$ cat src/rtl/rxd_pkg.sv
// Shared constants and types for the receive descriptor DMA engine.
// Bit positions are those that software decodes in the descriptor words.
package rxd_pkg;
    localparam int unsigned OWN_BIT    = 31;
    localparam int unsigned FIRST_BIT  = 9;
    localparam int unsigned LAST_BIT   = 8;
    localparam int unsigned MCAST_BIT  = 10;
    localparam int unsigned ERRSUM_BIT = 15;
    localparam int unsigned CRCERR_BIT = 1;
    localparam int unsigned LONG_BIT   = 7;
    localparam int unsigned RUNT_BIT   = 11;
    localparam int unsigned CHAIN_BIT  = 24;
    localparam int unsigned LEN_LSB    = 16;
    localparam int unsigned LEN_W      = 14;
    localparam int unsigned SIZE_W     = 11;

    typedef enum logic [3:0] {
        ST_OFF,
        ST_WAIT,
        ST_RD_STAT,
        ST_RD_CTRL,
        ST_RD_BUF,
        ST_RD_NEXT,
        ST_DATA,
        ST_WR_DATA,
        ST_WR_STAT,
        ST_DRAIN
    } eng_state_t;
endpackage

$ cat src/rtl/rxd_byte_packer.sv
// Collects bytes into one little-endian word with per-lane strobes.
// Assumes push and clear never arrive together and that at most
// LANES pushes occur between clears.
module rxd_byte_packer #(
    parameter int DATA_W = 32
) (
    input  logic                  clk,
    input  logic                  rst_n,
    input  logic                  clear,
    input  logic                  push,
    input  logic [7:0]            byte_in,
    output logic [DATA_W-1:0]     word,
    output logic [DATA_W/8-1:0]   strb,
    output logic                  lane_last
);
    localparam int LANES = DATA_W / 8;
    localparam int LW    = (LANES > 1) ? $clog2(LANES) : 1;

    logic [LW-1:0] lane_q;

    // Next free lane; returns to zero on clear
    always_ff @(posedge clk) begin
        if (!rst_n || clear) lane_q <= '0;
        else if (push)       lane_q <= lane_q + 1'b1;
    end

    assign lane_last = (lane_q == LW'(LANES - 1));

    for (genvar g = 0; g < LANES; g++) begin : g_lane
        logic [7:0] b_q;
        logic       v_q;

        // Capture the byte for this lane and mark it present
        always_ff @(posedge clk) begin
            if (!rst_n || clear) begin
                b_q <= '0;
                v_q <= 1'b0;
            end else if (push && lane_q == LW'(g)) begin
                b_q <= byte_in;
                v_q <= 1'b1;
            end
        end

        assign word[g*8 +: 8] = b_q;
        assign strb[g]        = v_q;
    end
endmodule

$ cat src/rtl/rxd_status_gen.sv
// Builds the status word written back to a descriptor.
// Length and error fields are filled only for the final descriptor of a frame.
module rxd_status_gen
    import rxd_pkg::*;
#(
    parameter int MIN_FRAME = 64,
    parameter int MAX_FRAME = 1518
) (
    input  logic             first,
    input  logic             last,
    input  logic             mcast,
    input  logic             crc_err,
    input  logic [LEN_W-1:0] flen,
    output logic [31:0]      word
);
    logic runt, too_long, bad_crc;

    // Compose the status word; ownership bit stays clear
    always_comb begin
        runt     = last && (32'(flen) < MIN_FRAME);
        too_long = last && (32'(flen) > MAX_FRAME);
        bad_crc  = last && crc_err;
        word     = '0;
        word[LEN_LSB +: LEN_W] = last ? flen : '0;
        word[FIRST_BIT]  = first;
        word[LAST_BIT]   = last;
        word[MCAST_BIT]  = mcast;
        word[CRCERR_BIT] = bad_crc;
        word[LONG_BIT]   = too_long;
        word[RUNT_BIT]   = runt;
        word[ERRSUM_BIT] = runt | too_long | bad_crc;
    end
endmodule

$ cat src/rtl/rxd_miss_counter.sv
// Saturating counter of frames discarded for lack of an owned descriptor.
module rxd_miss_counter #(
    parameter int W = 16
) (
    input  logic         clk,
    input  logic         rst_n,
    input  logic         inc,
    output logic [W-1:0] count
);
    // Count up by one per pulse, hold at all-ones
    always_ff @(posedge clk) begin
        if (!rst_n)                   count <= '0;
        else if (inc && count != '1)  count <= count + 1'b1;
    end
endmodule

$ cat src/rtl/rx_desc_dma.sv
// Receive descriptor DMA engine.
// Walks a list of four-word descriptors in memory and fills each owned
// buffer with frame bytes, then writes a status word back to it.
// Assumes word-aligned descriptor and buffer addresses, buffer sizes of at
// least one byte (size zero closes the descriptor empty), and memory that
// returns read data in the cycle it raises mem_ready.
module rx_desc_dma
    import rxd_pkg::*;
#(
    parameter int ADDR_W    = 32,
    parameter int DATA_W    = 32,
    parameter int MISS_W    = 16,
    parameter int MIN_FRAME = 64,
    parameter int MAX_FRAME = 1518
) (
    input  logic                 clk,
    input  logic                 rst_n,
    input  logic                 rx_start,
    input  logic [ADDR_W-1:0]    ring_base,
    input  logic                 in_valid,
    input  logic [7:0]           in_data,
    input  logic                 in_last,
    input  logic                 in_crc_err,
    output logic                 in_ready,
    output logic                 mem_valid,
    output logic                 mem_write,
    output logic [ADDR_W-1:0]    mem_addr,
    output logic [DATA_W-1:0]    mem_wdata,
    output logic [DATA_W/8-1:0]  mem_wstrb,
    input  logic                 mem_ready,
    input  logic [DATA_W-1:0]    mem_rdata,
    output logic [MISS_W-1:0]    missed_count
);
    localparam int STRB_W = DATA_W / 8;
    localparam logic [ADDR_W-1:0] OFS_CTRL = ADDR_W'(4);
    localparam logic [ADDR_W-1:0] OFS_BUF  = ADDR_W'(8);
    localparam logic [ADDR_W-1:0] OFS_NEXT = ADDR_W'(12);
    localparam logic [ADDR_W-1:0] DESC_SZ  = ADDR_W'(16);
    localparam logic [ADDR_W-1:0] WORD_SZ  = ADDR_W'(STRB_W);

    eng_state_t          state;
    logic [ADDR_W-1:0]   desc_q, next_q, buf_q;
    logic [SIZE_W-1:0]   size_q, bcnt_q;
    logic                chain_q;
    logic [LEN_W-1:0]    flen_q;
    logic                first_q, mcast_q, crcerr_q, eof_q;

    logic                mem_done, accept, pk_push, pk_clear, pk_lane_last;
    logic                miss_inc, buf_full_next;
    logic [DATA_W-1:0]   pk_word;
    logic [STRB_W-1:0]   pk_strb;
    logic [31:0]         stat_word;

    assign mem_done      = mem_valid && mem_ready;
    assign in_ready      = ((state == ST_DATA) && (bcnt_q != size_q)) || (state == ST_DRAIN);
    assign accept        = in_valid && in_ready;
    assign pk_push       = accept && (state == ST_DATA);
    assign pk_clear      = (state == ST_WR_DATA) && mem_done;
    assign buf_full_next = (bcnt_q + 1'b1) == size_q;
    assign miss_inc      = (state == ST_RD_STAT) && mem_done && !mem_rdata[OWN_BIT];

    rxd_byte_packer #(.DATA_W(DATA_W)) u_pack (
        .clk       (clk),
        .rst_n     (rst_n),
        .clear     (pk_clear),
        .push      (pk_push),
        .byte_in   (in_data),
        .word      (pk_word),
        .strb      (pk_strb),
        .lane_last (pk_lane_last)
    );

    rxd_status_gen #(.MIN_FRAME(MIN_FRAME), .MAX_FRAME(MAX_FRAME)) u_stat (
        .first   (first_q),
        .last    (eof_q),
        .mcast   (mcast_q),
        .crc_err (crcerr_q),
        .flen    (flen_q),
        .word    (stat_word)
    );

    rxd_miss_counter #(.W(MISS_W)) u_miss (
        .clk   (clk),
        .rst_n (rst_n),
        .inc   (miss_inc),
        .count (missed_count)
    );

    // Drive the memory request from the current state
    always_comb begin
        mem_valid = 1'b0;
        mem_write = 1'b0;
        mem_addr  = desc_q;
        mem_wdata = '0;
        mem_wstrb = '0;
        unique case (state)
            ST_RD_STAT: mem_valid = 1'b1;
            ST_RD_CTRL: begin mem_valid = 1'b1; mem_addr = desc_q + OFS_CTRL; end
            ST_RD_BUF:  begin mem_valid = 1'b1; mem_addr = desc_q + OFS_BUF;  end
            ST_RD_NEXT: begin mem_valid = 1'b1; mem_addr = desc_q + OFS_NEXT; end
            ST_WR_DATA: begin
                mem_valid = 1'b1;
                mem_write = 1'b1;
                mem_addr  = buf_q;
                mem_wdata = pk_word;
                mem_wstrb = pk_strb;
            end
            ST_WR_STAT: begin
                mem_valid = 1'b1;
                mem_write = 1'b1;
                mem_wdata = DATA_W'(stat_word);
                mem_wstrb = '1;
            end
            default: ;
        endcase
    end

    // Sequence descriptor fetch, data fill, write-back and discard
    always_ff @(posedge clk) begin
        if (!rst_n) begin
            state    <= ST_OFF;
            desc_q   <= '0;
            next_q   <= '0;
            buf_q    <= '0;
            size_q   <= '0;
            bcnt_q   <= '0;
            chain_q  <= 1'b0;
            flen_q   <= '0;
            first_q  <= 1'b1;
            mcast_q  <= 1'b0;
            crcerr_q <= 1'b0;
            eof_q    <= 1'b0;
        end else begin
            unique case (state)
                ST_OFF: if (rx_start) begin
                    desc_q <= ring_base;
                    state  <= ST_WAIT;
                end
                ST_WAIT: begin
                    if (!rx_start)     state <= ST_OFF;
                    else if (in_valid) state <= ST_RD_STAT;
                end
                ST_RD_STAT: if (mem_done) begin
                    state <= mem_rdata[OWN_BIT] ? ST_RD_CTRL : ST_DRAIN;
                end
                ST_RD_CTRL: if (mem_done) begin
                    size_q  <= mem_rdata[SIZE_W-1:0];
                    chain_q <= mem_rdata[CHAIN_BIT];
                    state   <= ST_RD_BUF;
                end
                ST_RD_BUF: if (mem_done) begin
                    buf_q  <= mem_rdata[ADDR_W-1:0];
                    bcnt_q <= '0;
                    state  <= ST_RD_NEXT;
                end
                ST_RD_NEXT: if (mem_done) begin
                    next_q <= chain_q ? mem_rdata[ADDR_W-1:0] : desc_q + DESC_SZ;
                    state  <= ST_DATA;
                end
                ST_DATA: begin
                    if (bcnt_q == size_q) begin
                        state <= ST_WR_STAT;
                    end else if (accept) begin
                        bcnt_q <= bcnt_q + 1'b1;
                        if (flen_q != '1) flen_q <= flen_q + 1'b1;
                        if (flen_q == '0) mcast_q <= in_data[0];
                        if (in_last) begin
                            eof_q    <= 1'b1;
                            crcerr_q <= in_crc_err;
                        end
                        if (in_last || pk_lane_last || buf_full_next) state <= ST_WR_DATA;
                    end
                end
                ST_WR_DATA: if (mem_done) begin
                    buf_q <= buf_q + WORD_SZ;
                    if (eof_q || bcnt_q == size_q) state <= ST_WR_STAT;
                    else                           state <= ST_DATA;
                end
                ST_WR_STAT: if (mem_done) begin
                    desc_q <= next_q;
                    if (eof_q) begin
                        first_q  <= 1'b1;
                        flen_q   <= '0;
                        mcast_q  <= 1'b0;
                        crcerr_q <= 1'b0;
                        eof_q    <= 1'b0;
                        state    <= ST_WAIT;
                    end else begin
                        first_q <= 1'b0;
                        state   <= ST_RD_STAT;
                    end
                end
                ST_DRAIN: if (accept && in_last) begin
                    first_q  <= 1'b1;
                    flen_q   <= '0;
                    mcast_q  <= 1'b0;
                    crcerr_q <= 1'b0;
                    eof_q    <= 1'b0;
                    state    <= ST_WAIT;
                end
                default: state <= ST_OFF;
            endcase
        end
    end
endmodule

$ cat config.mk
export PLATFORM = sky130hd
export DESIGN_NAME = rx_desc_dma
export DESIGN_NICKNAME = d
export VERILOG_FILES = /design/src/rtl/rxd_pkg.sv /design/src/rtl/rxd_byte_packer.sv /design/src/rtl/rxd_status_gen.sv /design/src/rtl/rxd_miss_counter.sv /design/src/rtl/rx_desc_dma.sv
export SDC_FILE = /design/constraint.sdc
export NUM_CORES = 1
export LEC_CHECK = 0
export ABC_CLOCK_PERIOD_IN_PS = 3460
export CAP_MARGIN = 10
export CORE_ASPECT_RATIO = 0.8
export CORE_MARGIN = 1.5
export CORE_UTILIZATION = 45
export CTS_CLUSTER_SIZE = 8
export DETAILED_ROUTE_END_ITERATION = 8
export DONT_BUFFER_PORTS = 1
export PLACE_DENSITY_LB_ADDON = 0.3
export SYNTH_ARGS = -nofsm -noshare
export SYNTH_HDL_FRONTEND = slang
export SYNTH_SLANG_ARGS = --single-unit
$ cat constraint.sdc
create_clock -name clk -period 3.46 [get_ports clk]
set_clock_uncertainty 0.05 [all_clocks]
set_input_delay 1.038 -clock clk [delete_from_list [all_inputs] [get_ports clk]]
set_output_delay 1.038 -clock clk [all_outputs]
set_load 0.005 [all_outputs]
==> results.toml, run 1 <==
[outcome]
status = "complete, but fails checks"
violations = "setup timing"

[synth]
synth_cells = 1575
synth-edff-count = 0
synth_top_area_share_pct = 33.7
synth_area_leaders = "dfxtp_1 (34%), nand2_1 (8.9%), a21oi_1 (5.5%)"
synthesis.nets = 1667
synth_seq_cells = 195
synth_area_um2 = 11600
synth_warnings = 0
syn_area_per_cell_um2 = 7.34
synth_cell_types = 80
yosysTopAreaCell = "dfxtp_1"
synth_seq_area_share_pct = 33.7
synth-main-ff-cell = "dfxtp_1"
async_flop_share_pct = 0

[clock_tree]
cts_buffers = 17
clk_latency_ps = 450
cts-root-buf = "clkbuf_16"
h-tree-depth = 4
cts_tree = "done"
holdBufCountCts = 0
cts_buffer_depth = 2
clkTransAtPathRegs_ps = 70
cts_num_sinks = 195

[setup_path]
crit_top_cell = "buf_4"
slowest_delay_ps = 360
regToRegStartpoint = "state[0]"
worstPathRequired_ps = 2370
path_cells = "buf_4, nand2b_4, nor3_2, buf_4, buf_4, buf_4, a222oi_1, o21ai_1, buf_4"
critPathSlowestCell = "dfxtp_2"
cp_max_fo = 21
r2r_end = "flen_q[11]"
cp-end-kind = "output pin"
path_class = "flip-flop to output pin"
arrival_ps = 2380
rrSetupSlack_ps = 520
startpoint = "state[0]"
rr_worst_depth = 8
startpoint_type = "flip-flop"

[hold_path]
min_path_cells = 2
hp-class = "flip-flop to flip-flop"
min-delay-start = "next_q[18]"
min_to = "next_q[18]"

[sta]
rsz0062_at_grt = "yes"
slew_viol_final = 0
slew_headroom_pct = 40.0
setup_viol = 2
min_period_over_period_pct = 100
min_period_ps = 3470
fin_ws_ps = -9.10
tightest_slew_ps = 898
clock.fmax_ghz = 0.288
hold_viol_final = 0

[layout]
fin_cells = 1911
drive_gt1_share_pct = 14.2
final_util_pct = 52.5
syn_to_final_growth_pct = 14.5
final_nets = 1665
final_area_um2 = 13200

[die]
fp.dieH_um = 146
num_rows = 52
start_util_pct = 45.8
core_area_um2 = 25200
ios = 166
dieArea_um2 = 26700
die_x_um = 182

[route]
firstDrtPassIters = 6
drt_iter0_drc = 1459
num_vias = 11941
drcViolationCount = 0
post_drt_via_cell_ratio = 6.25
wire_per_inst_um = 20.7
drtAntennaViolNets = 0
wl_met2_mm = 16.8
wl_mm = 39.6
met3_length_mm = 3.96
wl_met1_mm = 17.4
highest_layer = "met4"

[place]
dp_cells = 1852
gp_congestion = 0.974
io_buffers = 0
hpwl_mm = 28.4
placed_cell_area_um2 = 12100

[power_and_ir_drop]
power.density_nw_per_um2 = 569
peakVddDrop_v = 0.000436
power.leakage_uw = 0.00454
p_total_uw = 7530

[grt]
overflow = 0
grt_pass1_wl_mm = 61.0
grt_max_degree = 65
antenna_found_initial = 1
grt_pass1_vias = 10725
grt_usage_pct = 29.1

[job]
maxCapViolations = 0
metal layers:
metal / track usage (%) / up-vias
met3: 8.06 / 98
met2: 42.2 / 602
met5: 0 / -
met4: 11.7 / 0
met1: 40.6 / 5628
li1: - / 5613
cell usage in the layout (no fill, tap or decap), drive strengths merged, types with 9 or more instances in the layout:
cell and n:
and2 21, nand2 274, a22o 18, a311oi 35, buf 105, nand4 33
o31ai 10, a31oi 12, and3 22, dfxtp 195, nor4 11, clkbuf 20
a221o 9, nor2 162, o21ai 104, mux2i 23, nand3 94, a21oi 128
xnor2 50, xor2 36, nor3 40, ha 12, a211oi 12, or3 15
inv 17, o211ai 17
final cells by class:
class / instances / area (µm²)
clock buffers: 20 / 457
diodes: 1 / 2.50
inverters: 16 / 61.3
repair buffers: 105 / 840
fillers: 2445 / 12000
multi-input cells: 1238 / 7400
clock inverters: 12 / 154
flip-flops and latches: 195 / 3930
well taps: 324 / 405
worst max-delay path by stage:
| stage | endpoint | slack (ps) |
|---|---|---|
| finish | mem_addr[29] | -9 |
| global route | mem_addr[23] | -140 |
| CTS | mem_wstrb[2] | -20 |
| detailed placement | mem_addr[23] | 80 |
| global placement | mem_addr[21] | 80 |
| floorplan | mem_addr[31] | 8 |
logic make-up (layout without fill, tap and decap cells):
group	count (synthesis)	in the layout	synth area share, %
compound gates	406	406	23.0
xor+xnor	86	86	6.67
fa+ha+maj	13	13	1.47
buf+inv	142	153	4.88
flops	195	195	33.7
mux	23	23	1.99
other cells	0	1	0
simple gates	710	710	28.3
where the power goes:
| part | leakage, µW | internal (µW) | switching, µW |
|---|---|---|---|
| logic | 0.00265 | 1030 | 1520 |
| registers | 0.00158 | 2510 | 369 |
| clock network | 0.000305 | 1180 | 920 |
registers in the layout (all words and copies together) (netlist names):
register,cells
u_pack.g_lane.b_q,32
next_q,32
buf_q,32
eof_q,1
state,4
flen_q,14
desc_q,32
u_miss.count,16
crcerr_q,1
size_q,11
u_pack.lane_q,2
chain_q,1
u_pack.g_lane.v_q,4
mcast_q,1
bcnt_q,11
first_q,1
cell usage after synthesis (4+ instances only):
cell type	instances
and3_1	22
o21a_1	5
o221ai_1	7
a31oi_1	11
o21ai_0	102
o31ai_1	8
o211ai_1	17
inv_1	14
o311ai_0	5
a211oi_1	12
nand4_1	33
xnor2_1	50
or3_1	15
nand2_1	274
a211o_1	4
and2_1	21
a221o_1	9
dfxtp_1	195
nor3_1	38
a21oi_1	127
or2_2	4
nand3_1	94
ha_1	12
a22oi_1	6
and4_1	8
nor2_1	160
clkbuf_1	94
a21o_1	5
nand2b_1	4
o22ai_1	5
xor2_1	35
a22o_1	18
nor4_1	9
buf_1	14
a311oi_1	34
buf_2	16
mux2i_1	23
timing repair:
item,4_1_cts,5_1_grt
endpoints found under the setup margin,24,31
gates resized for setup,43,48
buffers inserted,12,15
pin swaps,15,21
worst max-delay path, delay by kind of cell (launching register included):
kind | cells | cell delay (ps)
AO/OA/AOI/OAI | 2 | 440
flip-flops | 1 | 360
buffers and inverters | 5 | 890
AND/OR/NAND/NOR | 2 | 250
through the flow:
step           worst slack, ps  hold WS [ps]  TNS (ps)
2_1_floorplan             8.11           377         0
3_3_place_gp              80.8           388         0
3_5_place_dp              81.9           393         0
4_1_cts                  -22.8           403     -45.3
5_1_grt                   -136           422      -929
6_report                 -9.10           404     -10.2
No activity file was read; power rests on OpenSTA's default activity.
==> run 2, diff against run 1 <==
--- a/config.mk
+++ b/config.mk
@@ -13,6 +13,7 @@
 export CTS_CLUSTER_SIZE = 8
 export DETAILED_ROUTE_END_ITERATION = 8
 export DONT_BUFFER_PORTS = 1
+export GPL_ROUTABILITY_DRIVEN = 1
 export PLACE_DENSITY_LB_ADDON = 0.3
 export SYNTH_ARGS = -nofsm -noshare
 export SYNTH_HDL_FRONTEND = slang
==> results of run 2 <==
No change in the layout: final DEF, timing and power equal those of run 1.
